$ cat src/rtl/mcs_pkg.sv
package mcs_pkg;
  // module state codes (two bits)
  localparam logic [1:0] ST_OFF  = 2'd0;
  localparam logic [1:0] ST_SRST = 2'd1;
  localparam logic [1:0] ST_BAD  = 2'd2;
  localparam logic [1:0] ST_ON   = 2'd3;

  // address bits covered by one per-module slot region
  localparam int SLOT_BITS = 8;
  localparam int FLAG_BIT  = 9;

  typedef enum logic [1:0] {
    PH_CLKON  = 2'd0,
    PH_RESET  = 2'd1,
    PH_CLKOFF = 2'd2,
    PH_COMMIT = 2'd3
  } phase_e;

  function automatic logic clk_wanted(input logic [1:0] s);
    return s != ST_OFF;
  endfunction

  function automatic logic release_wanted(input logic [1:0] s);
    return s == ST_ON;
  endfunction
endpackage

$ cat src/rtl/mcs_regfile.sv
module mcs_regfile
  import mcs_pkg::*;
#(
  parameter int NUM_MOD = 8,
  parameter int ADDR_W  = 12,
  parameter logic [ADDR_W-1:0] CMD_OFS  = 'h000,
  parameter logic [ADDR_W-1:0] STAT_OFS = 'h004,
  parameter logic [ADDR_W-1:0] STS_BASE = 'h100,
  parameter logic [ADDR_W-1:0] CTL_BASE = 'h200
) (
  input  logic                    clk,
  input  logic                    rst,
  input  logic                    bus_wr,
  input  logic                    bus_rd,
  input  logic [ADDR_W-1:0]       bus_addr,
  input  logic [31:0]             bus_wdata,
  output logic [31:0]             bus_rdata,
  input  logic                    busy,
  input  logic [NUM_MOD-1:0][1:0] cur_state,
  output logic [NUM_MOD-1:0][1:0] req_state,
  output logic                    go_req
);
  localparam int IDX_W = SLOT_BITS - 2;

  logic [IDX_W-1:0]   idx;
  logic               ctl_hit, sts_hit, idx_ok, ctl_wr;
  logic [NUM_MOD-1:0] flag_q;
  logic [31:0]        rd_mux;
  logic               unused_wbits;

  assign idx     = bus_addr[SLOT_BITS-1:2];
  assign ctl_hit = (bus_addr[ADDR_W-1:SLOT_BITS] == CTL_BASE[ADDR_W-1:SLOT_BITS])
                   && (bus_addr[1:0] == 2'b00);
  assign sts_hit = (bus_addr[ADDR_W-1:SLOT_BITS] == STS_BASE[ADDR_W-1:SLOT_BITS])
                   && (bus_addr[1:0] == 2'b00);
  assign idx_ok  = int'(idx) < NUM_MOD;
  assign ctl_wr  = bus_wr && ctl_hit && idx_ok;
  assign go_req  = bus_wr && (bus_addr == CMD_OFS) && bus_wdata[0];
  assign unused_wbits = ^{bus_wdata[31:FLAG_BIT+1], bus_wdata[FLAG_BIT-1:2]};

  for (genvar g = 0; g < NUM_MOD; g++) begin : g_slot
    logic hit;
    assign hit = (idx == IDX_W'(g));
    always_ff @(posedge clk) begin
      if (rst) begin
        req_state[g] <= ST_OFF;
        flag_q[g]    <= 1'b0;
      end else if (ctl_wr && hit) begin
        flag_q[g] <= bus_wdata[FLAG_BIT];
        if (bus_wdata[1:0] != ST_BAD)
          req_state[g] <= bus_wdata[1:0];
      end
    end
  end

  always_comb begin
    rd_mux = '0;
    if (bus_addr == STAT_OFS) begin
      rd_mux = {31'b0, busy};
    end else if (ctl_hit) begin
      for (int i = 0; i < NUM_MOD; i++)
        if (idx == IDX_W'(i))
          rd_mux = {22'b0, flag_q[i], 7'b0, req_state[i]};
    end else if (sts_hit) begin
      for (int i = 0; i < NUM_MOD; i++)
        if (idx == IDX_W'(i))
          rd_mux = {30'b0, cur_state[i]};
    end
  end

  always_ff @(posedge clk) begin
    if (rst)          bus_rdata <= '0;
    else if (bus_rd)  bus_rdata <= rd_mux;
  end

  // an out-of-range slot write leaves every control word alone
  assert_oob_write_R9: assert property (@(posedge clk) disable iff (rst)
    (bus_wr && ctl_hit && !idx_ok) |=> ($stable(req_state) && $stable(flag_q)));

  // the unused code never lands in a requested-state field
  assert_bad_code_R2: assert property (@(posedge clk) disable iff (rst)
    (bus_wr && ctl_hit && bus_wdata[1:0] == ST_BAD) |=> $stable(req_state));
endmodule

$ cat src/rtl/mcs_sequencer.sv
module mcs_sequencer
  import mcs_pkg::*;
#(
  parameter int NUM_MOD = 8
) (
  input  logic                    clk,
  input  logic                    rst,
  input  logic                    go_req,
  input  logic [NUM_MOD-1:0][1:0] req_state,
  input  logic [NUM_MOD-1:0][1:0] cur_state,
  output logic                    busy,
  output logic [NUM_MOD-1:0]      pend,
  output logic [NUM_MOD-1:0][1:0] tgt,
  output logic                    do_clkon,
  output logic                    do_reset,
  output logic                    do_clkoff,
  output logic                    do_commit
);
  phase_e phase_q;

  always_ff @(posedge clk) begin
    if (rst) begin
      busy    <= 1'b0;
      phase_q <= PH_CLKON;
      pend    <= '0;
      tgt     <= '0;
    end else if (!busy) begin
      if (go_req) begin
        busy    <= 1'b1;
        phase_q <= PH_CLKON;
        tgt     <= req_state;
        for (int i = 0; i < NUM_MOD; i++)
          pend[i] <= (req_state[i] != cur_state[i]);
      end
    end else begin
      case (phase_q)
        PH_CLKON:  phase_q <= PH_RESET;
        PH_RESET:  phase_q <= PH_CLKOFF;
        PH_CLKOFF: phase_q <= PH_COMMIT;
        default: begin
          phase_q <= PH_CLKON;
          busy    <= 1'b0;
        end
      endcase
    end
  end

  assign do_clkon  = busy && (phase_q == PH_CLKON);
  assign do_reset  = busy && (phase_q == PH_RESET);
  assign do_clkoff = busy && (phase_q == PH_CLKOFF);
  assign do_commit = busy && (phase_q == PH_COMMIT);

  // busy never lasts a single cycle and only drops after the commit step
  assert_busy_min_R5: assert property (@(posedge clk) disable iff (rst)
    $rose(busy) |=> busy);
  assert_busy_end_R5: assert property (@(posedge clk) disable iff (rst)
    $fell(busy) |-> $past(phase_q) == PH_COMMIT);

  // the batch targets are frozen while busy
  assert_frozen_batch_R8: assert property (@(posedge clk) disable iff (rst)
    busy |=> ($stable(tgt) && $stable(pend)));
endmodule

$ cat src/rtl/mcs_lane.sv
module mcs_lane
  import mcs_pkg::*;
(
  input  logic       clk,
  input  logic       rst,
  input  logic       sel,
  input  logic [1:0] tgt,
  input  logic       do_clkon,
  input  logic       do_reset,
  input  logic       do_clkoff,
  input  logic       do_commit,
  output logic       clk_en,
  output logic       rst_n,
  output logic [1:0] cur
);
  always_ff @(posedge clk) begin
    if (rst) begin
      clk_en <= 1'b0;
      rst_n  <= 1'b0;
      cur    <= ST_OFF;
    end else if (sel) begin
      if (do_clkon && clk_wanted(tgt))   clk_en <= 1'b1;
      if (do_reset)                      rst_n  <= release_wanted(tgt);
      if (do_clkoff && !clk_wanted(tgt)) clk_en <= 1'b0;
      if (do_commit)                     cur    <= tgt;
    end
  end

  // reset is released only while the clock was already running
  assert_clk_before_release_R6: assert property (@(posedge clk) disable iff (rst)
    $rose(rst_n) |-> $past(clk_en));
  // the clock is gated only after reset has been held for a cycle
  assert_reset_before_gate_R6: assert property (@(posedge clk) disable iff (rst)
    $fell(clk_en) |-> (!rst_n && !$past(rst_n)));
  // an unselected lane does not move during a batch
  assert_untouched_R7: assert property (@(posedge clk) disable iff (rst)
    (!sel && (do_clkon || do_reset || do_clkoff || do_commit))
      |=> ($stable(clk_en) && $stable(rst_n) && $stable(cur)));
endmodule

$ cat src/rtl/modstate_ctrl.sv
module modstate_ctrl
  import mcs_pkg::*;
#(
  parameter int NUM_MOD = 8,
  parameter int ADDR_W  = 12,
  parameter logic [ADDR_W-1:0] CMD_OFS  = 'h000,
  parameter logic [ADDR_W-1:0] STAT_OFS = 'h004,
  parameter logic [ADDR_W-1:0] STS_BASE = 'h100,
  parameter logic [ADDR_W-1:0] CTL_BASE = 'h200
) (
  input  logic               clk,
  input  logic               rst,
  input  logic               bus_wr,
  input  logic               bus_rd,
  input  logic [ADDR_W-1:0]  bus_addr,
  input  logic [31:0]        bus_wdata,
  output logic [31:0]        bus_rdata,
  output logic [NUM_MOD-1:0] mod_clk_en,
  output logic [NUM_MOD-1:0] mod_rst_n
);
  logic                    busy, go_req;
  logic                    do_clkon, do_reset, do_clkoff, do_commit;
  logic [NUM_MOD-1:0]      pend;
  logic [NUM_MOD-1:0][1:0] req_state, cur_state, tgt;

  mcs_regfile #(
    .NUM_MOD(NUM_MOD), .ADDR_W(ADDR_W), .CMD_OFS(CMD_OFS),
    .STAT_OFS(STAT_OFS), .STS_BASE(STS_BASE), .CTL_BASE(CTL_BASE)
  ) u_regs (
    .clk(clk), .rst(rst), .bus_wr(bus_wr), .bus_rd(bus_rd),
    .bus_addr(bus_addr), .bus_wdata(bus_wdata), .bus_rdata(bus_rdata),
    .busy(busy), .cur_state(cur_state), .req_state(req_state), .go_req(go_req)
  );

  mcs_sequencer #(.NUM_MOD(NUM_MOD)) u_seq (
    .clk(clk), .rst(rst), .go_req(go_req), .req_state(req_state),
    .cur_state(cur_state), .busy(busy), .pend(pend), .tgt(tgt),
    .do_clkon(do_clkon), .do_reset(do_reset), .do_clkoff(do_clkoff),
    .do_commit(do_commit)
  );

  for (genvar g = 0; g < NUM_MOD; g++) begin : g_lane
    mcs_lane u_lane (
      .clk(clk), .rst(rst), .sel(pend[g]), .tgt(tgt[g]),
      .do_clkon(do_clkon), .do_reset(do_reset), .do_clkoff(do_clkoff),
      .do_commit(do_commit), .clk_en(mod_clk_en[g]), .rst_n(mod_rst_n[g]),
      .cur(cur_state[g])
    );

    // while idle the pins agree with the reported state
    assert_idle_pins_R11: assert property (@(posedge clk) disable iff (rst)
      !busy |-> (mod_clk_en[g] == clk_wanted(cur_state[g]))
                && (mod_rst_n[g] == release_wanted(cur_state[g])));
  end

  // a command write without bit 0 leaves the domain idle
  assert_no_start_R10: assert property (@(posedge clk) disable iff (rst)
    (bus_wr && bus_addr == CMD_OFS && !bus_wdata[0] && !busy) |=> !busy);
endmodule

$ cat config.mk
export PLATFORM = sky130hd
export DESIGN_NAME = modstate_ctrl
export DESIGN_NICKNAME = d
export VERILOG_FILES = /design/src/rtl/mcs_pkg.sv /design/src/rtl/mcs_regfile.sv /design/src/rtl/mcs_sequencer.sv /design/src/rtl/mcs_lane.sv /design/src/rtl/modstate_ctrl.sv
export SDC_FILE = /design/constraint.sdc
export NUM_CORES = 1
export LEC_CHECK = 0
export BUFFER_PORTS_ARGS = -buffer_cell sky130_fd_sc_hd__buf_2
export CORE_ASPECT_RATIO = 1.2
export CORE_MARGIN = 5
export CORE_UTILIZATION = 35
export CTS_CLUSTER_SIZE = 10
export DETAILED_ROUTE_END_ITERATION = 10
export GPL_TIMING_DRIVEN = 0
export PLACE_DENSITY = 0.61
export RECOVER_POWER = 50
export SYNTH_ARGS = -nofsm -noshare
export SYNTH_HDL_FRONTEND = slang
export SYNTH_SLANG_ARGS = --single-unit
$ cat constraint.sdc
create_clock -name clk -period 3.3 [get_ports clk]
set_input_delay 0.165 -clock clk [delete_from_list [all_inputs] [get_ports clk]]
set_output_delay 0.165 -clock clk [all_outputs]
set_load 0.01 [all_outputs]
======== Yosys cells after proc, flatten, opt, wreduce, memory -nomap -nowiden ========
Cells that the tools add are included.
cells by class
  order comparisons ....................... 1
  equality and inequality tests ........... 30
  muxes and demuxes ....................... 41
  bitwise operators ....................... 1
  reductions and logical operators ........ 97
operators by type and width
  cell                                                                     number
  32-bit 2-to-1 mux                                                        3
  10-bit 2-to-1 mux                                                        8
  2-bit AND reduction                                                      33
  1-bit logical AND                                                        34
  2-bit nonzero test                                                       17
  6-bit by 3-bit equality test with 1-bit output (second input constant)   4
  2-bit equality test (second input constant)                              10
  2-bit 2-to-1 mux                                                         10
  1-bit 2-to-1 mux                                                         19
  2-bit != test                                                            8
  12-bit by 3-bit equality test with 1-bit output (second input constant)  1
  6-bit by 2-bit equality test with 1-bit output (second input constant)   2
  12-bit zero test                                                         1
  1-bit zero test                                                          8
  6-bit by 1-bit equality test with 1-bit output (second input constant)   1
  6-bit zero test                                                          1
  6-bit by 4-bit < comparator with 1-bit output (second input constant)    1
  2-bit one-hot mux with 3 select lines                                    1
  4-bit by 1-bit equality test with 1-bit output (second input constant)   1
  4-bit by 2-bit equality test with 1-bit output (second input constant)   1
  2-bit zero test                                                          2
  3-bit OR reduction                                                       1
  2-bit by 1-bit equality test with 1-bit output (second input constant)   1
  2-bit != test (second input constant)                                    1
  1-bit NOT                                                                1
word-level totals
  flip-flop bits (word level) ............. 115
  input port bits ......................... 48
  logic and storage cells ................. 222

======== Logic depth before layout (Yosys ltp) ========
  word-level depth ........................ 12
  gate-level depth with buffers ........... 8
  gate-level depth less buffers ........... 6

======== Modules after synthesis ========
A second synthesis with hierarchy kept.
unflattened totals
  cell total of the unflattened synthesis .. 500
  area, all modules ....................... 4536.9 um2
by module, submodules not included
  module         instances  cells an instance  area each (um2)  seq. area each (um2)
  mcs_regfile    1          219                1798.0           540.5
  mcs_lane       8          18                 183.9            80.1
  mcs_sequencer  1          137                1267.5           540.5

======== Worst setup path after synthesis ========
No wires, ideal clock.
  path type ............................... register -> register
  start ................................... register g_lane[6].u_lane.cur[1]
  end ..................................... register u_regs.bus_rdata[1]
  library setup time ...................... 0.117 ns
  arrival time ............................ 1.486 ns
  path slack .............................. 1.696 ns
  stages on the path, launching flop included .. 5
  path buffers ............................ 0
  clock period less this slack ............ 1.604 ns
  cell sequence ........................... dfxtp_1 mux4_1 mux2_2 a32o_1 a32o_1
on the way
  cells in the longest elaborated chain, start to end .. 5
ends and longest elaborated chain
  item                           RTL line           RTL
  start, declared                mcs_lane.sv:14     output logic [1:0] cur
  start signal, assigned         mcs_lane.sv:25     if (do_commit) cur <= tgt;
  2-bit 2-to-1 mux (2 in a row)  mcs_regfile.sv:66  if (idx == IDX_W'(i))
  32-bit 2-to-1 mux              mcs_regfile.sv:64  end else if (sts_hit) begin
  32-bit 2-to-1 mux              mcs_regfile.sv:60  end else if (ctl_hit) begin
  32-bit 2-to-1 mux              mcs_regfile.sv:58  if (bus_addr == STAT_OFS) begin
  end signal, assigned           mcs_regfile.sv:73  else if (bus_rd) bus_rdata <= rd_mux;
  end, declared                  mcs_regfile.sv:17  output logic [31:0] bus_rdata,
No other way between the ends.
A chain may end at the register's enable or synchronous reset.

======== Worst setup path in the final report ========
  start ................................... input port bus_addr[1]
  end ..................................... register u_regs.req_state[9] in the netlist's numbering
on the way
  cells in the longest elaborated chain, start to end .. 6
ends and longest elaborated chain
  item                                  RTL line             RTL
  start, declared                       modstate_ctrl.sv:15  input logic [ADDR_W-1:0] bus_addr,
  2-bit zero test                       mcs_regfile.sv:33    && (bus_addr[1:0] == 2'b00);
  1-bit logical AND                     mcs_regfile.sv:33
  1-bit logical AND (2 in a row)        mcs_regfile.sv:37    assign ctl_wr = bus_wr && ctl_hit && idx_ok;
  1-bit logical AND                     mcs_regfile.sv:48    end else if (ctl_wr && hit) begin
  2-bit AND reduction (no source line)  n/a
  end signal, assigned by index         mcs_regfile.sv:51    req_state[g] <= bus_wdata[1:0];
  end, declared                         mcs_regfile.sv:20    output logic [NUM_MOD-1:0][1:0] req_state,
No other way between the ends.

==> impl_results.md <==
- Outcome: finished, final reports clean
- Number of antenna violations at the first check in global routing: 0
- Placed Instance Area: 0.00490 sq mm
- Power density normalized to cell area: a little over 400 mW/mm^2
- TritonRoute pass-1 iters: 5
- Total Nets Final: 673
- DR WL/cell: around 16 um
- Placer congestion estimate: 0.903
- Maximum fanout along the worst path: 9
- Wire length of the first global-routing pass: 20.7 mm
- Maximum clock frequency: about 0.5 GHz
- TNS Setup: 0 ns
- Post-route clock period utilization: 60.1%
- Async set or reset register ratio after synthesis: 0%
- Cell family with most CP delay: simple AND/OR/NAND/NOR gates
- Starting utilization of the core area: 35.3%
- Portion of netlist area occupied by mux cells: roughly 5.6%
- Relative max-transition margin: approximately half
- Mean instance size in the synthesized netlist: 8.06 sq um
- Clock share of power: around 44%
- Xor/xnor cell area share of the yosys netlist: 3.18%
- Critical path capture point: u_regs.req_state[9]
- Clock latency reported for the late side of the worst-skew pair: ~0.34 ns
- Setup violations, final: 0
- Slowest cell on crit path: sky130_fd_sc_hd__nor4_1
- Critical R2R Launch: u_seq.busy
- Routed via count divided by cell count: 5.06
- Final wirelength: between 10 and 15 mm
- Sw Pwr: 0.480 mW
- Flop and latch count out of synthesis: 86
- Final antenna diode count: 0
- Combinational family with the most area after synthesis: simple AND/OR/NAND/NOR gates
- Post-synthesis adder-cell area fraction: between 1 and 1.5%
- Type of destination of the critical path: flip-flop
- DRC violation count after routing: 0
- Slew at the pin closest to its max-slew limit: approximately 0.76 ns
- Ranking of synthesized cells by area: sky130_fd_sc_hd__dfxtp_1 (39%), sky130_fd_sc_hd__nand2_1 (9.6%), sky130_fd_sc_hd__buf_4 (8.2%), sky130_fd_sc_hd__a21oi_1 (7.9%), sky130_fd_sc_hd__nand3_1 (3.6%)
- Cells after Synth: ~550
- Final instance area: 0.00508 sq mm
- Cell count along the critical path: 6
- Leakage component of the power: just under 2 nW
- Final Power: about 2.1 mW
- Switching fraction of total power: a little under a quarter
- R2r worst-path depth: 5
- Skew final: roughly 0.0043 ns
- Count of flip-flops with a built-in enable after synthesis: 0
- Top cell type by total area after synthesis: sky130_fd_sc_hd__dfxtp_1
- Total standard cell area after synthesis: between 0.004 and 0.005 sq mm
- Crit path buf inv count: 1
- Die width: between 100 and 150 um
- Worst Path Required: 3.54 ns
- Slowest stage delay, CP: slightly above 0.6 ns
- Top cells by instance count after synthesis: sky130_fd_sc_hd__nand2_1 (113), sky130_fd_sc_hd__dfxtp_1 (86), sky130_fd_sc_hd__a21oi_1 (70), sky130_fd_sc_hd__buf_4 (48), sky130_fd_sc_hd__nand3_1 (32)
- Post-CTS Repair Setup Buffers: 0
- Half-perimeter wire length after placement: roughly 9.6 mm
- Reg-to-reg critical path endpoint: g_lane[2].u_lane.cur[1]
- Cells traversed along the worst timing path: buf_2 -> nor4_1 -> nand4_1 -> nor2_1 -> nand3_1 -> a221oi_1
- Pins Over Slew Limit: 0
- Number of hold-slack violations in the final timing report: 0
- CTS root buffer: sky130_fd_sc_hd__clkbuf_16
- Maximum number of pins on one net before global-route repair: 13
- Clock Path Buffers: 2
- Leading cell type by number of instances after synthesis: sky130_fd_sc_hd__nand2_1
- Number of buffer cells added on primary ports: 35
- DRT iter0 DRCs: approximately 240
- Level count of the clock H-tree: 3
- Fraction of the mapped netlist area in simple logic gates: 22.6%
- Post-cts sizing count: 0
- Sequential share of the synthesized area: 39.0%
- Area of the placeable core: 0.0125 sq mm
- Total of warnings raised by yosys: 0
- Kind of path behind the tightest hold check: in2reg
- Number of clock sinks: 86
- Int Pwr: between 1.5 and 2 mW
- Critical Path Start: bus_addr[1]
- Total GRT Usage: 17.4%
- Shortest clock period the worst path allows after layout: between 1.5 and 2 ns
- Hold Buf Count CTS: 0
- Unrepaired setup endpoints after global routing: false
- TritonCTS clock tree: yes
- Clock slew seen by the registers of the worst setup and hold paths: approximately 0.06 ns
- Critical Path Source Type: input pin
- CTS Buf Count: 9
- Global route overflow: 0
- Full die area: 0.0150 sq mm
- Fraction of final layout cells with drive strength greater than 1: between 10% and 20%
- Fraction of power consumed by sequential logic: approximately half
- DRT antenna net count: 0
- Part of the power in combinational logic: under 10%
- Data arrival, critical path: 2.22 ns
- Dominant synthesized flop cell: sky130_fd_sc_hd__dfxtp_1
- Compound-cell area share of the yosys netlist: roughly 15%
- Portion of synthesized cell area occupied by the leading cell type: around two fifths
- Die boundary height: roughly 130 um
- Distinct cell type count after synthesis: 48
- Maximum ir drop on the vdd rail: roughly 0.00022 V
- WS Path Type: in2reg
- Area grow syn2layout: 15.2%
- Row cnt: 45
- MaxCap Viol Count: 0
- Routed via count: around 4000
- Register-to-register setup slack: around 1.4 ns
- Vias in the first global route: 3976
- Number of primary I/O pins: 96
## state kept, by name (all words and copies together), names as in the netlist
signal                flops
g_lane.u_lane.cur        16
u_regs.req_state         16
u_seq.tgt                16
g_lane.u_lane.clk_en      8
g_lane.u_lane.rst_n       8
u_regs.flag_q             8
u_seq.pend                8
u_regs.bus_rdata          3
u_seq.phase_q             2
u_seq.busy                1
## worst min path at each step
stage | start | end | slack (ns) | depth (start not counted)
after floorplan | bus_rd | u_regs.bus_rdata[9] | 0.32 | 2
after global placement | u_regs.bus_rdata[0] | u_regs.bus_rdata[0] | 0.44 | 2
after detailed placement | u_regs.bus_rdata[0] | u_regs.bus_rdata[0] | 0.44 | 2
after CTS | bus_rd | u_regs.bus_rdata[9] | 0.11 | 3
after global routing | bus_rd | u_regs.bus_rdata[9] | 0.12 | 3
final | bus_rd | u_regs.bus_rdata[9] | 0.12 | 3
## routing by layer
layer  vias to the layer above  GRT usage, %  part of all wire [%]
li1                       1954             -                     -
met1                      1867          20.7                    41
met2                       141          30.2                    50
met3                        28          3.39                   6.4
met4                         0          7.75                   2.8
met5                         -             0                     0
## kinds of logic after synthesis
logic type      Yosys count
other cells               1
xor+xnor                 16
buf+inv                  99
compound gates          116
flops                    86
fa+ha+maj                 4
mux                      16
simple gates            209
## layout make-up
class,count,area (sq um)
Multi-Input combinational cell,390,2170
Sequential cell,86,1720
Timing Repair Buffer,35,155
Buffer,84,513
Inverter,15,56.3
Fill cell,1322,7420
Clock buffer,12,246
Tap cell,164,205
Clock inverter,2,10.0
## per-stage QoR
step                instances  setup slack [ns]  utilization, %  hold WS [ns]
global placement          774              1.33            39.2         0.440
floorplan                 575              1.70               -         0.317
global route              788              1.01            40.7         0.125
detailed placement        774              1.32            39.2         0.444
finish                    788              1.32            40.7         0.117
CTS                       788              1.40            41.2         0.115
## power by group through the flow
stage / combinational, mW / clock (mW) / sequential, mW
global route: 0.142 / 0.973 / 1.04
detailed placement: 0.132 / 0 / 1.06
floorplan: 0.0900 / 0 / 1.06
finish: 0.131 / 0.915 / 1.04
global placement: 0.131 / 0 / 1.06
CTS: 0.132 / 0.926 / 1.04
## worst min-delay path, delay by kind of cell
| family | cells | cell delay, ns |
|---|---|---|
| AO/OA/AOI/OAI | 1 | 0.06 |
| AND/OR/NAND/NOR | 1 | 0.07 |
| buffers and inverters | 1 | 0.12 |
## layout by cell type (no fill, tap or decap), drive strengths merged, types with 2 or more instances in the layout
cell type | netlist | layout
and2 | 7 | 7
a32o | 2 | 2
clkinv | 0 | 2
xor2 | 16 | 16
nor3 | 12 | 12
nor2 | 11 | 11
o22ai | 8 | 8
dfxtp | 86 | 86
a22oi | 2 | 2
conb | 1 | 29
o31ai | 3 | 3
buf | 61 | 72
nand4 | 10 | 10
mux2i | 8 | 8
nor2b | 6 | 6
ha | 4 | 4
nand2 | 113 | 113
a21oi | 70 | 70
inv | 15 | 15
nand2b | 4 | 4
mux4 | 6 | 6
clkbuf | 23 | 59
nor4 | 2 | 2
nand3 | 32 | 32
a221oi | 7 | 7
a211oi | 3 | 3
mux2 | 2 | 2
and3 | 10 | 10
o21ai | 15 | 15
Note: power is estimated with default switching activity, not from simulation.
